**src/rtl/irq_vec_pkg.sv**
```systemverilog
package irq_vec_pkg;
    localparam int SRC_N      = 7;
    localparam int IDX_W      = $clog2(SRC_N);
    localparam int VEC_W      = 16;
    localparam logic [VEC_W-1:0] VEC_BASE   = 16'h0003;
    localparam logic [VEC_W-1:0] VEC_STRIDE = 16'h0008;

    typedef logic [SRC_N-1:0] src_mask_t;

    typedef enum logic [IDX_W-1:0] {
        SRC_EXT0 = 3'd0,
        SRC_TMR0 = 3'd1,
        SRC_EXT1 = 3'd2,
        SRC_TMR1 = 3'd3,
        SRC_SER  = 3'd4,
        SRC_TMR2 = 3'd5,
        SRC_PCA  = 3'd6
    } src_id_t;

    typedef struct packed {
        logic             valid;
        logic             hi;
        logic [IDX_W-1:0] idx;
    } grant_t;

    function automatic logic [VEC_W-1:0] vec_of(input logic [IDX_W-1:0] i);
        return VEC_BASE + VEC_STRIDE * VEC_W'(i);
    endfunction

    function automatic logic [IDX_W-1:0] first_set(input src_mask_t m);
        logic [IDX_W-1:0] r;
        r = '0;
        for (int k = SRC_N - 1; k >= 0; k--) begin
            if (m[k]) r = IDX_W'(k);
        end
        return r;
    endfunction
endpackage

```
**src/rtl/irq_snapshot.sv**
```systemverilog
module irq_snapshot
    import irq_vec_pkg::*;
(
    input  logic      clk,
    input  logic      rst,
    input  logic      strobe,
    input  src_mask_t raw_req,
    output src_mask_t snap
);
    always_ff @(posedge clk) begin
        if (rst)         snap <= '0;
        else if (strobe) snap <= raw_req;
    end
endmodule

```
**src/rtl/irq_arbiter.sv**
```systemverilog
module irq_arbiter
    import irq_vec_pkg::*;
(
    input  src_mask_t req,
    input  src_mask_t en,
    input  logic      en_all,
    input  src_mask_t level_hi,
    input  logic      allow,
    input  logic      busy_hi,
    input  logic      busy_lo,
    output grant_t    gnt
);
    src_mask_t masked, hi_set, lo_set;

    always_comb begin
        masked = req & en & {SRC_N{en_all}};
        hi_set = masked & level_hi;
        lo_set = masked & ~level_hi;
        gnt    = '0;
        if (allow) begin
            if (|hi_set && !busy_hi) begin
                gnt.valid = 1'b1;
                gnt.hi    = 1'b1;
                gnt.idx   = first_set(hi_set);
            end else if (|lo_set && !busy_hi && !busy_lo) begin
                gnt.valid = 1'b1;
                gnt.hi    = 1'b0;
                gnt.idx   = first_set(lo_set);
            end
        end
    end
endmodule

```
**src/rtl/irq_level_tracker.sv**
```systemverilog
module irq_level_tracker (
    input  logic clk,
    input  logic rst,
    input  logic set_valid,
    input  logic set_hi,
    input  logic ret_fire,
    output logic busy_hi,
    output logic busy_lo
);
    always_ff @(posedge clk) begin
        if (rst) begin
            busy_hi <= 1'b0;
            busy_lo <= 1'b0;
        end else if (set_valid) begin
            if (set_hi) busy_hi <= 1'b1;
            else        busy_lo <= 1'b1;
        end else if (ret_fire) begin
            if (busy_hi) busy_hi <= 1'b0;
            else         busy_lo <= 1'b0;
        end
    end

    // a grant never lands on a level that is already blocked
    a_r8_grant_unblocked: assert property (@(posedge clk) disable iff (rst)
        set_valid |-> (!busy_hi && (set_hi || !busy_lo)));

    // a return takes away exactly one level
    a_r9_ret_one_level: assert property (@(posedge clk) disable iff (rst)
        (ret_fire && !set_valid && busy_hi) |=> (!busy_hi && busy_lo == $past(busy_lo)));
endmodule

```
**src/rtl/irq_vector_ctrl.sv**
```systemverilog
module irq_vector_ctrl
    import irq_vec_pkg::*;
#(
    parameter int PCA_CMP_N = 5
) (
    input  logic                 clk,
    input  logic                 rst,
    input  logic                 mc_strobe,
    input  logic                 last_cycle,
    input  logic                 reti_exec,
    input  logic                 ie_ip_write,
    input  logic                 glob_en,
    input  logic [SRC_N-1:0]     src_en,
    input  logic [SRC_N-1:0]     prio_hi,
    input  logic                 ext0_edge,
    input  logic                 ext1_edge,
    input  logic                 ext0_flag,
    input  logic                 tmr0_flag,
    input  logic                 ext1_flag,
    input  logic                 tmr1_flag,
    input  logic                 ser_rx,
    input  logic                 ser_tx,
    input  logic                 tmr2_ovf,
    input  logic                 tmr2_ext,
    input  logic                 pca_ovf,
    input  logic [PCA_CMP_N-1:0] pca_cmp,
    output logic                 call_req,
    output logic [VEC_W-1:0]     call_vec,
    output logic [SRC_N-1:0]     ack,
    output logic [SRC_N-1:0]     flag_clr,
    output logic                 inprog_hi,
    output logic                 inprog_lo
);
    src_mask_t raw_req, snap, hw_clr, gnt_mask;
    grant_t    gnt;
    logic      allow, ret_fire;

    always_comb begin
        raw_req           = '0;
        raw_req[SRC_EXT0] = ext0_flag;
        raw_req[SRC_TMR0] = tmr0_flag;
        raw_req[SRC_EXT1] = ext1_flag;
        raw_req[SRC_TMR1] = tmr1_flag;
        raw_req[SRC_SER]  = ser_rx | ser_tx;
        raw_req[SRC_TMR2] = tmr2_ovf | tmr2_ext;
        raw_req[SRC_PCA]  = pca_ovf | (|pca_cmp);
    end

    generate
        for (genvar g = 0; g < SRC_N; g++) begin : g_clr
            if (g == int'(SRC_EXT0)) begin : g_e0
                assign hw_clr[g] = ext0_edge;
            end else if (g == int'(SRC_EXT1)) begin : g_e1
                assign hw_clr[g] = ext1_edge;
            end else if (g == int'(SRC_TMR0) || g == int'(SRC_TMR1)) begin : g_t
                assign hw_clr[g] = 1'b1;
            end else begin : g_sw
                assign hw_clr[g] = 1'b0;
            end
        end
    endgenerate

    assign allow    = mc_strobe & last_cycle & ~reti_exec & ~ie_ip_write;
    assign ret_fire = mc_strobe & last_cycle & reti_exec;

    irq_snapshot u_snap (
        .clk(clk), .rst(rst), .strobe(mc_strobe), .raw_req(raw_req), .snap(snap)
    );

    irq_arbiter u_arb (
        .req(snap), .en(src_en), .en_all(glob_en), .level_hi(prio_hi),
        .allow(allow), .busy_hi(inprog_hi), .busy_lo(inprog_lo), .gnt(gnt)
    );

    irq_level_tracker u_lvl (
        .clk(clk), .rst(rst), .set_valid(gnt.valid), .set_hi(gnt.hi),
        .ret_fire(ret_fire), .busy_hi(inprog_hi), .busy_lo(inprog_lo)
    );

    assign gnt_mask = gnt.valid ? (src_mask_t'(1) << gnt.idx) : '0;

    always_ff @(posedge clk) begin
        if (rst) begin
            call_req <= 1'b0;
            call_vec <= '0;
            ack      <= '0;
            flag_clr <= '0;
        end else begin
            call_req <= gnt.valid;
            ack      <= gnt_mask;
            flag_clr <= gnt_mask & hw_clr;
            if (gnt.valid) call_vec <= vec_of(gnt.idx);
        end
    end

    // a call follows only a qualifying final-cycle strobe
    a_r2_boundary: assert property (@(posedge clk) disable iff (rst)
        call_req |-> $past(mc_strobe && last_cycle && !reti_exec && !ie_ip_write));

    // acknowledge is one-hot with the call and silent otherwise
    a_r12_ack_onehot: assert property (@(posedge clk) disable iff (rst)
        call_req |-> ($countones(ack) == 1));
    a_r12_ack_quiet: assert property (@(posedge clk) disable iff (rst)
        !call_req |-> (ack == '0));

    // clears only ever accompany the acknowledge
    a_r10_clr_subset: assert property (@(posedge clk) disable iff (rst)
        (flag_clr & ~ack) == '0);

    // every vector sits on the 8-byte grid offset by 3
    a_r1_vec_grid: assert property (@(posedge clk) disable iff (rst)
        call_req |-> (call_vec[2:0] == 3'd3));
endmodule

```
**config.mk**
```make
export PLATFORM = sky130hd
export DESIGN_NAME = irq_vector_ctrl
export DESIGN_NICKNAME = d
export VERILOG_FILES = /design/src/rtl/irq_vec_pkg.sv /design/src/rtl/irq_snapshot.sv /design/src/rtl/irq_arbiter.sv /design/src/rtl/irq_level_tracker.sv /design/src/rtl/irq_vector_ctrl.sv
export SDC_FILE = /design/constraint.sdc
export NUM_CORES = 1
export LEC_CHECK = 0
export CAP_MARGIN = 30
export CORE_MARGIN = 2
export CORE_UTILIZATION = 42
export CTS_CLUSTER_SIZE = 10
export DETAILED_ROUTE_END_ITERATION = 16
export PLACE_DENSITY = 0.88
export SLEW_MARGIN = 20
export SYNTH_ARGS = -nofsm -noshare
export SYNTH_HDL_FRONTEND = slang
export SYNTH_HIERARCHICAL = 1
export SYNTH_SLANG_ARGS = --single-unit
```
**constraint.sdc**
```tcl
create_clock -name clk -period 6.8 [get_ports clk]
set_input_delay 2.04 -clock clk [delete_from_list [all_inputs] [get_ports clk]]
set_output_delay 2.04 -clock clk [all_outputs]
set_load 0.1 [all_outputs]
```
==> After elaboration in Yosys (flattened, before gate mapping) <==
Cells that the tools add are included.
{ "totals": {"register_bits": 40, "latch_bits": 0, "ramBits": 0, "mem_bits_ro": 0, "word_cells": 63, "n_memories": 0} }
{ "op_classes": {"n_addsub": 1, "n_mul": 0, "div": 0, "magnitude_cmp": 0, "eq_ne": 3, "shifts": 1, "mux": 25, "bitwise": 15, "n_reduce_logical": 11} }
{ "op_table": {"columns": ["operator", "n"], "rows": [
  ["two-way mux 3 bit", 14],
  ["bitwise AND 7 bit", 4],
  ["two-way mux 5 bit", 3],
  ["OR reduction 7 bit", 2],
  ["adder 2 x 6 -> 7 bit (first input constant)", 1],
  ["bitwise AND 7 x 4 -> 7 bit", 1],
  ["two-way mux 1 bit", 7],
  ["two-way mux 7 bit", 1],
  ["NOT 7 bit", 1],
  ["left shift 1 x 3 -> 7 bit (first input constant)", 1],
  ["inequality test 2 bit (second input constant)", 3],
  ["OR reduction 5 bit", 1],
  ["bitwise AND 1 bit", 4],
  ["logical AND 1 bit", 3],
  ["OR 1 bit", 3],
  ["AND reduction 3 bit", 1],
  ["logical NOT 1 bit", 2],
  ["NOT 1 bit", 2],
  ["AND reduction 2 bit", 1],
  ["nonzero test 2 bit", 1]
]} }

==> Longest topological paths before layout <==
Gate-level depths: netlist (run 1).
{ "depth": {"word_depth": 16, "mapped_depth": 8, "depth_no_buf": 6} }

==> Modules after synthesis <==
The synthesis (run 1) kept the hierarchy.
{ "by_module_without_submodules": {"columns": ["mod", "instances", "cells_per_inst", "area_each_um2", "seq_area_each_um2"], "rows": [
  ["irq_vector_ctrl", 1, 66, 608.1, 280.3],
  ["irq_arbiter", 1, 43, 380.4, 0.0],
  ["irq_snapshot", 1, 22, 247.7, 140.1],
  ["irq_level_tracker", 1, 11, 101.3, 40.0]
]} }

==> Least setup slack after synthesis (run 1) <==
Ideal clock, no wire load.
{ "synth_timing": {"path_type": "input to register", "startpoint": "in glob_en", "endpoint": "reg ack[0]", "setup_ns": 0.065, "arrival_time_ns": 3.576, "required_ns": 6.735, "path_slack_ns": 3.159, "cell_stages": 8, "path_buffers": 2, "cell_sequence": "buf_6 -> nand4_2 -> and4_4 -> a41o_1 -> a21boi_1 -> buf_4 -> or4b_1 -> nor2_1"} }
{ "synth_lines": {"columns": ["item", "line", "text"], "rows": [
  ["start: declaration", "irq_vector_ctrl.sv:12", "input logic glob_en,"],
  ["end signal: assignment", "irq_vector_ctrl.sv:90", "ack <= gnt_mask;"],
  ["end: declaration", "irq_vector_ctrl.sv:29", "output logic [SRC_N-1:0] ack,"]
]} }

==> impl_metrics.py, run 1 <==
metrics = {
    "synthesis": {
        "muxShareOfSynthArea_pct": 6.74,
        "synth_compound_area_share_pct": 11.0,
        "yosysWarnings": 6,
        "synth-xor-area-share_pct": 0,
        "synthFlopType": "dfxtp_1",
        "synth_top_family_by_area": "simple AND/OR/NAND/NOR gates",
        "synth_cells": 142,
        "synthArstFlopShare_pct": 0,
        "synth-seq-cells": 23,
        "synth-simple-area-share_pct": 34.1,
        "avgSynthCellArea_um2": 9.42,
        "synth.distinct_cells": 42,
        "synth_area_um2": 1340,
        "ys_seq_area_share_pct": 34.4,
        "synth-edff-count": 0,
        "synth_fa_ha_area_share_pct": 0,
    },
    "drt": {
        "routed_wl_um": 2760,
        "viasPerCell": 5.02,
        "drc_errors": 0,
        "num_vias": 1190,
        "avgRoutedWirePerCell_um": 11.6,
        "drt-pass1-iter-count": 4,
        "postRouteAntennaNets": 0,
        "first_iter_violations": 26,
    },
    "grt": {
        "grt_max_degree": 22,
        "grt_pass1_wl_um": 4430,
        "antenna_found_initial": 0,
        "grt.total_usage_pct": 15.8,
        "grt_overflow": 0,
        "grt_pass1_vias": 1036,
    },
    "floorplanning": {
        "die_h_um": 60.4,
        "die_area_um2": 3650,
        "start_util_pct": 43.8,
        "io-pin-count": 70,
        "rows": 20,
        "die_w_um": 60.4,
        "core-area_um2": 3050,
    },
    "clock_tree": {
        "postCtsSetupRepairBufs": 0,
        "cts_sinks": 23,
        "cts_hold_buf": 0,
        "clkTransAtPathRegs_ns": 0.12,
        "h-tree-depth": 1,
        "cts_tree": "built",
        "clk_latency_ns": 0.30,
        "root_buffer": "clkbuf_4",
        "numCtsBuffers": 3,
        "postCtsResizedCells": 0,
        "cts_buffer_depth": 2,
    },
    "worst_setup_path": {
        "crit_chain": "clkdlybuf4s50_1 > nand4_1 > and4_4 > a41o_1 > a21boi_1 > nor4b_1 > and3_1",
        "worstPathRequired_ns": 7.05,
        "slowest_stage": "clkdlybuf4s50_1",
        "rr_startpoint": "u_snap/snap[1]",
        "crit_arrival_ns": 4.80,
        "cp-end-kind": "flip-flop",
        "path_buf_inv": 1,
        "cp-start-kind": "primary input",
        "rrSetupSlack_ns": 4.55,
        "critical_path.max_stage_delay_ns": 0.82,
        "worstRegToRegCells": 6,
        "cp_top_family": "simple AND/OR/NAND/NOR gates",
        "worst-path-max-fanout": 15,
        "crit_type": "primary input to flip-flop",
        "rr_endpoint": "flag_clr[2]",
    },
    "timing": {
        "min_period_ns": 4.54,
        "period_share_pct": 66.8,
        "drv_slew": 0,
        "hold_viol": 0,
        "setup_violations": 0,
        "fin_skew_ns": 0.00198,
        "tns_ns": 0,
        "tightest_slew_ns": 0.978,
        "relSlewSlack_pct": 34.6,
        "layout_setup_ws_ns": 2.26,
        "rsz0062_at_grt": "false",
        "max_freq_ghz": 0.220,
    },
    "cells_and_area": {
        "diodes": 0,
        "final_cells": 237,
        "layout-drive-gt1-share_pct": 7.77,
        "area_delta_synth_final_pct": 38.4,
        "fill_cells": 284,
        "final_area_um2": 1850,
        "final_nets": 231,
    },
    "worst_hold_path": {
        "holdPathStages": 2,
        "hold_path_end": "call_vec[5]",
        "min_from": "call_vec[5]",
        "hp-class": "flip-flop to flip-flop",
    },
    "placed_design": {
        "globalplace.congestion": 0.829,
        "pre_cts_ws_ns": 1.98,
        "dpl_cell_area_um2": 1820,
        "io_buffers": 55,
        "dpl.hpwl_um": 2210,
        "dpl.cell_count": 233,
    },
    "power_and_ir_drop": {
        "vdd_drop_max_mv": 0.0887,
        "p_seq_share_pct": 49.7,
        "leakage_nw": 0.717,
        "clkPwrFrac_pct": 21.3,
        "p_per_area_nw_per_um2": 153,
        "power_frac_comb_pct": 28.9,
        "p_switching_uw": 94.7,
        "internal-power_uw": 188,
        "finalPower_uw": 283,
        "swShare_pct": 33.5,
    },
    "flow_run": {
        "cap_violations": 0,
    },
    "status": {
        "outcome": "finished clean",
    },
}
## layer usage
layer | part of all wire [%] | wire [µm] | global-route usage [%]
met4 | 0.83 | 23 | 5.59
met1 | 45 | 1250 | 20.4
met5 | 0 | 0 | 0
met2 | 46 | 1260 | 26.6
met3 | 8.1 | 223 | 2.77
## how the worst max path moves through the flow
stage                       start          end  slack, ns  cells after the start
after floorplan           glob_en       ack[0]       3.16                      8
after global placement    glob_en       ack[0]       2.05                      7
after detailed placement  glob_en       ack[2]       1.98                      7
after CTS                 glob_en       ack[2]       2.31                      7
after global routing      glob_en       ack[2]       2.08                      7
final                     glob_en  flag_clr[2]       2.26                      7
## power by group through the flow
stage          Sequential (mW)  Clock (mW)  Combinational (mW)
2_1_floorplan            0.146           0              0.0596
3_3_place_gp             0.144           0              0.0811
3_5_place_dp             0.144           0              0.0816
4_1_cts                  0.141      0.0640              0.0818
5_1_grt                  0.141      0.0697              0.0860
6_report                 0.141      0.0603              0.0818
## state kept, by name (all words and copies together), names as in the netlist
| name | flops |
|---|---|
| ack | 7 |
| u_snap/snap | 7 |
| call_vec | 4 |
| flag_clr | 2 |
| call_req | 1 |
| u_lvl/busy_hi | 1 |
| u_lvl/busy_lo | 1 |
## placed cells by master, fill, tap and decap left out, types with 2 or more instances in the layout
| cell type | netlist | layout |
|---|---|---|
| a21oi_1 | 2 | 2 |
| and3_1 | 3 | 3 |
| and4b_1 | 3 | 3 |
| clkbuf_4 | 0 | 3 |
| clkdlybuf4s50_1 | 0 | 55 |
| conb_1 | 1 | 14 |
| dfxtp_1 | 23 | 23 |
| inv_1 | 3 | 3 |
| mux2i_1 | 9 | 9 |
| nand2_1 | 7 | 7 |
| nand2b_1 | 5 | 5 |
| nand4_1 | 4 | 4 |
| nand4_2 | 3 | 3 |
| nand4b_1 | 4 | 4 |
| nor2_1 | 16 | 16 |
| nor2b_1 | 4 | 4 |
| nor3_1 | 2 | 2 |
| nor4_1 | 6 | 6 |
| o211ai_1 | 2 | 2 |
| or2_2 | 2 | 2 |
## metrics by stage
stage | hold slack [ns] | util, %
after global placement | 0.473 | 59.7
after floorplan | 0.477 | -
after detailed placement | 0.471 | 59.7
after global routing | 0.510 | 60.6
after CTS | 0.490 | 60.6
final | 0.494 | 60.6
## cells by family (layout without fill, tap and decap cells)
logic type | after synthesis | in the layout
compound gates | 16 | 16
buf+inv | 24 | 62
flops | 23 | 23
mux | 9 | 9
other cells | 1 | 14
simple gates | 69 | 69
## synth_stat cells, types with 2 or more instances
cell type,n,share of area [%]
a21oi_1,2,0.75
and3_1,3,1.4
and4b_1,3,2.2
buf_4,18,10
buf_6,3,2.5
dfxtp_1,23,34
inv_1,3,0.84
mux2i_1,9,6.7
nand2_1,7,2.0
nand2b_1,5,2.3
nand4_1,4,1.9
nand4_2,3,2.8
nand4b_1,4,2.6
nor2_1,16,4.5
nor2b_1,4,1.9
nor3_1,2,0.75
nor4_1,6,2.8
o211ai_1,2,1.1
or2_2,2,0.94
## layout make-up
| type | instances | area [µm²] | area share, % |
|---|---|---|---|
| clock buffers | 3 | 22.5 | 1.22 |
| multi-input cells | 108 | 746 | 40.3 |
| well taps | 44 | 55.1 | 2.97 |
| repair buffers | 55 | 551 | 29.7 |
| clock inverters | 1 | 5.00 | 0.270 |
| inverters | 3 | 11.3 | 0.609 |
| flip-flops and latches | 23 | 460 | 24.9 |
## worst register-to-register path: stages, from the launching register on
cell and delay (ns):
dfxtp_1 0.37, nand4_1 0.18, and4_4 0.27, a41o_1 0.20
a21boi_1 0.57, nor4b_1 0.42, and3_1 0.21
Note: power is estimated with default switching activity, not from simulation.
==> run 2: changes to the inputs <==
- CORE_UTILIZATION: 42 -> 39
- PLACE_DENSITY: 0.88 -> 0.82
- clock period: 6.8 -> 4.6 ns (I/O delays scaled with it)
==> run 2 against run 1 <==
  * Worst hold slack got worse by 0.011 ns
  * Wire length increased by 2.5%
  * First-iteration DRC count decreased by 23%
  * Global-route usage decreased by 0.78 points
  * Core utilization decreased by 4.0 points
  * Count of clock-buffer cells in the layout unchanged
  * Largest cell class unchanged
==> impl_metrics.py, run 2 (synthesis gave the netlist of run 1 again) <==
metrics = {
    "grt": {
        "grt.total_usage_pct": 15.0,
        "antenna_found_initial": 0,
        "grt_pass1_wl_um": 4850,
        "grt_overflow": 0,
        "grt_max_degree": 22,
        "grt_pass1_vias": 1117,
    },
    "timing": {
        "max_freq_ghz": 0.279,
        "min_period_ns": 3.58,
        "rsz0062_at_grt": "false",
        "setup_violations": 0,
        "tns_ns": 0,
        "drv_slew": 0,
        "relSlewSlack_pct": 35.0,
        "fin_skew_ns": 0.00953,
        "tightest_slew_ns": 0.972,
        "period_share_pct": 77.9,
        "hold_viol": 0,
    },
    "clock_tree": {
        "cts_buffer_depth": 2,
        "clkTransAtPathRegs_ns": 0.12,
        "cts_sinks": 23,
        "cts_tree": "built",
        "postCtsSetupRepairBufs": 0,
        "h-tree-depth": 1,
        "postCtsResizedCells": 0,
        "root_buffer": "clkbuf_4",
        "clk_latency_ns": 0.31,
        "numCtsBuffers": 3,
        "cts_hold_buf": 0,
    },
    "power_and_ir_drop": {
        "vdd_drop_max_mv": 0.136,
        "p_per_area_nw_per_um2": 226,
        "leakage_nw": 0.733,
    },
    "drt": {
        "postRouteAntennaNets": 0,
        "drc_errors": 0,
        "num_vias": 1202,
        "first_iter_violations": 20,
        "viasPerCell": 4.97,
        "drt-pass1-iter-count": 4,
        "avgRoutedWirePerCell_um": 11.7,
        "routed_wl_um": 2830,
    },
    "placed_design": {
        "dpl.cell_count": 238,
        "dpl.hpwl_um": 2240,
        "io_buffers": 55,
        "globalplace.congestion": 0.806,
    },
    "worst_setup_path": {
        "cp-end-kind": "flip-flop",
        "crit_chain": "clkdlybuf4s50_1 > and4b_1 > nor4_1 > o211ai_1 > o2bb2ai_1 > inv_1 > nor4_1",
        "cp_common_cell": "nor4_1",
        "crit_arrival_ns": 3.80,
        "slowest_stage": "clkdlybuf4s50_1",
        "worst-path-max-fanout": 15,
        "cp-start-kind": "primary input",
        "critical_path.max_stage_delay_ns": 0.70,
        "crit_type": "primary input to flip-flop",
        "worstPathRequired_ns": 4.82,
    },
    "worst_hold_path": {
        "hp-class": "flip-flop to flip-flop",
    },
    "flow_run": {
        "cap_violations": 0,
    },
    "cells_and_area": {
        "area_delta_synth_final_pct": 40.2,
        "final_cells": 242,
        "reg_top3": "ack (7), u_snap/snap (7), call_vec (4)",
        "diodes": 0,
        "mostFrequentLayoutCells": "clkdlybuf4s50_1 (55), dfxtp_1 (23), nor2_1 (16)",
        "layout-drive-gt1-share_pct": 9.18,
        "final_common_cell": "clkdlybuf4s50_1",
        "final_nets": 234,
    },
    "floorplanning": {
        "die_area_um2": 3910,
        "start_util_pct": 40.4,
        "core-area_um2": 3310,
        "die_w_um": 62.6,
        "io-pin-count": 70,
        "rows": 21,
        "die_h_um": 62.6,
    },
    "status": {
        "outcome": "finished clean",
    },
}
## run 2: worst max-delay path: cells and delay by family
kind / cells / cell delay [ns]
AOI/OAI and AO/OA: 2 / 0.60
buffers and inverters: 2 / 0.86
and+or+nand+nor: 3 / 0.96
## run 2: cell type report
cell class / count / area, µm²
Clock buffer: 3 / 22.5
Inverter: 3 / 11.3
Tap cell: 46 / 57.6
Fill cell: 327 / 1440
Sequential cell: 23 / 460
Multi-Input combinational cell: 108 / 746
Clock inverter: 1 / 5.00
Timing Repair Buffer: 58 / 573
## run 2: final timing paths
| kind | from | end | slack, ns | depth (start not counted) |
|---|---|---|---|---|
| worst min-delay path | call_vec[5] | call_vec[5] | 0.48 | 2 |
| worst max register to register | u_snap/snap[1] | ack[6] | 2.58 | 6 |
| worst max-delay path | glob_en | ack[6] | 1.02 | 7 |
| worst min register to register | call_vec[5] | call_vec[5] | 0.48 | 2 |
## run 2: metrics by stage
| stage | power [mW] | utilization, % | hold WS, ns | setup slack, ns | area (µm²) |
|---|---|---|---|---|---|
| 4_1_cts | 0.427 | 56.7 | 0.485 | 1.01 | 1880 |
| 3_3_place_gp | 0.333 | 55.8 | 0.465 | 0.773 | 1850 |
| 2_1_floorplan | 0.304 | - | 0.477 | 1.62 | 1390 |
| 5_1_grt | 0.445 | 56.7 | 0.499 | 0.828 | 1880 |
| 6_report | 0.423 | 56.7 | 0.482 | 1.02 | 1880 |
| 3_5_place_dp | 0.334 | 55.8 | 0.467 | 0.699 | 1850 |
## run 2: power by group
group          switching [mW]  leakage (nW)  internal (mW)  total [mW]
logic                  0.0796         0.528         0.0424       0.122
clock network          0.0608        0.0177         0.0325      0.0934
registers             0.00404         0.187          0.204       0.208
total                   0.144         0.733          0.279       0.423
## run 2: layer usage
metal	vias to the layer above	global-route usage (%)	part of all wire [%]
met5	-	0	0
met4	0	4.17	0.99
met3	4	2.70	6.9
li1	603	-	-
met2	47	26.6	49
met1	548	18.5	44
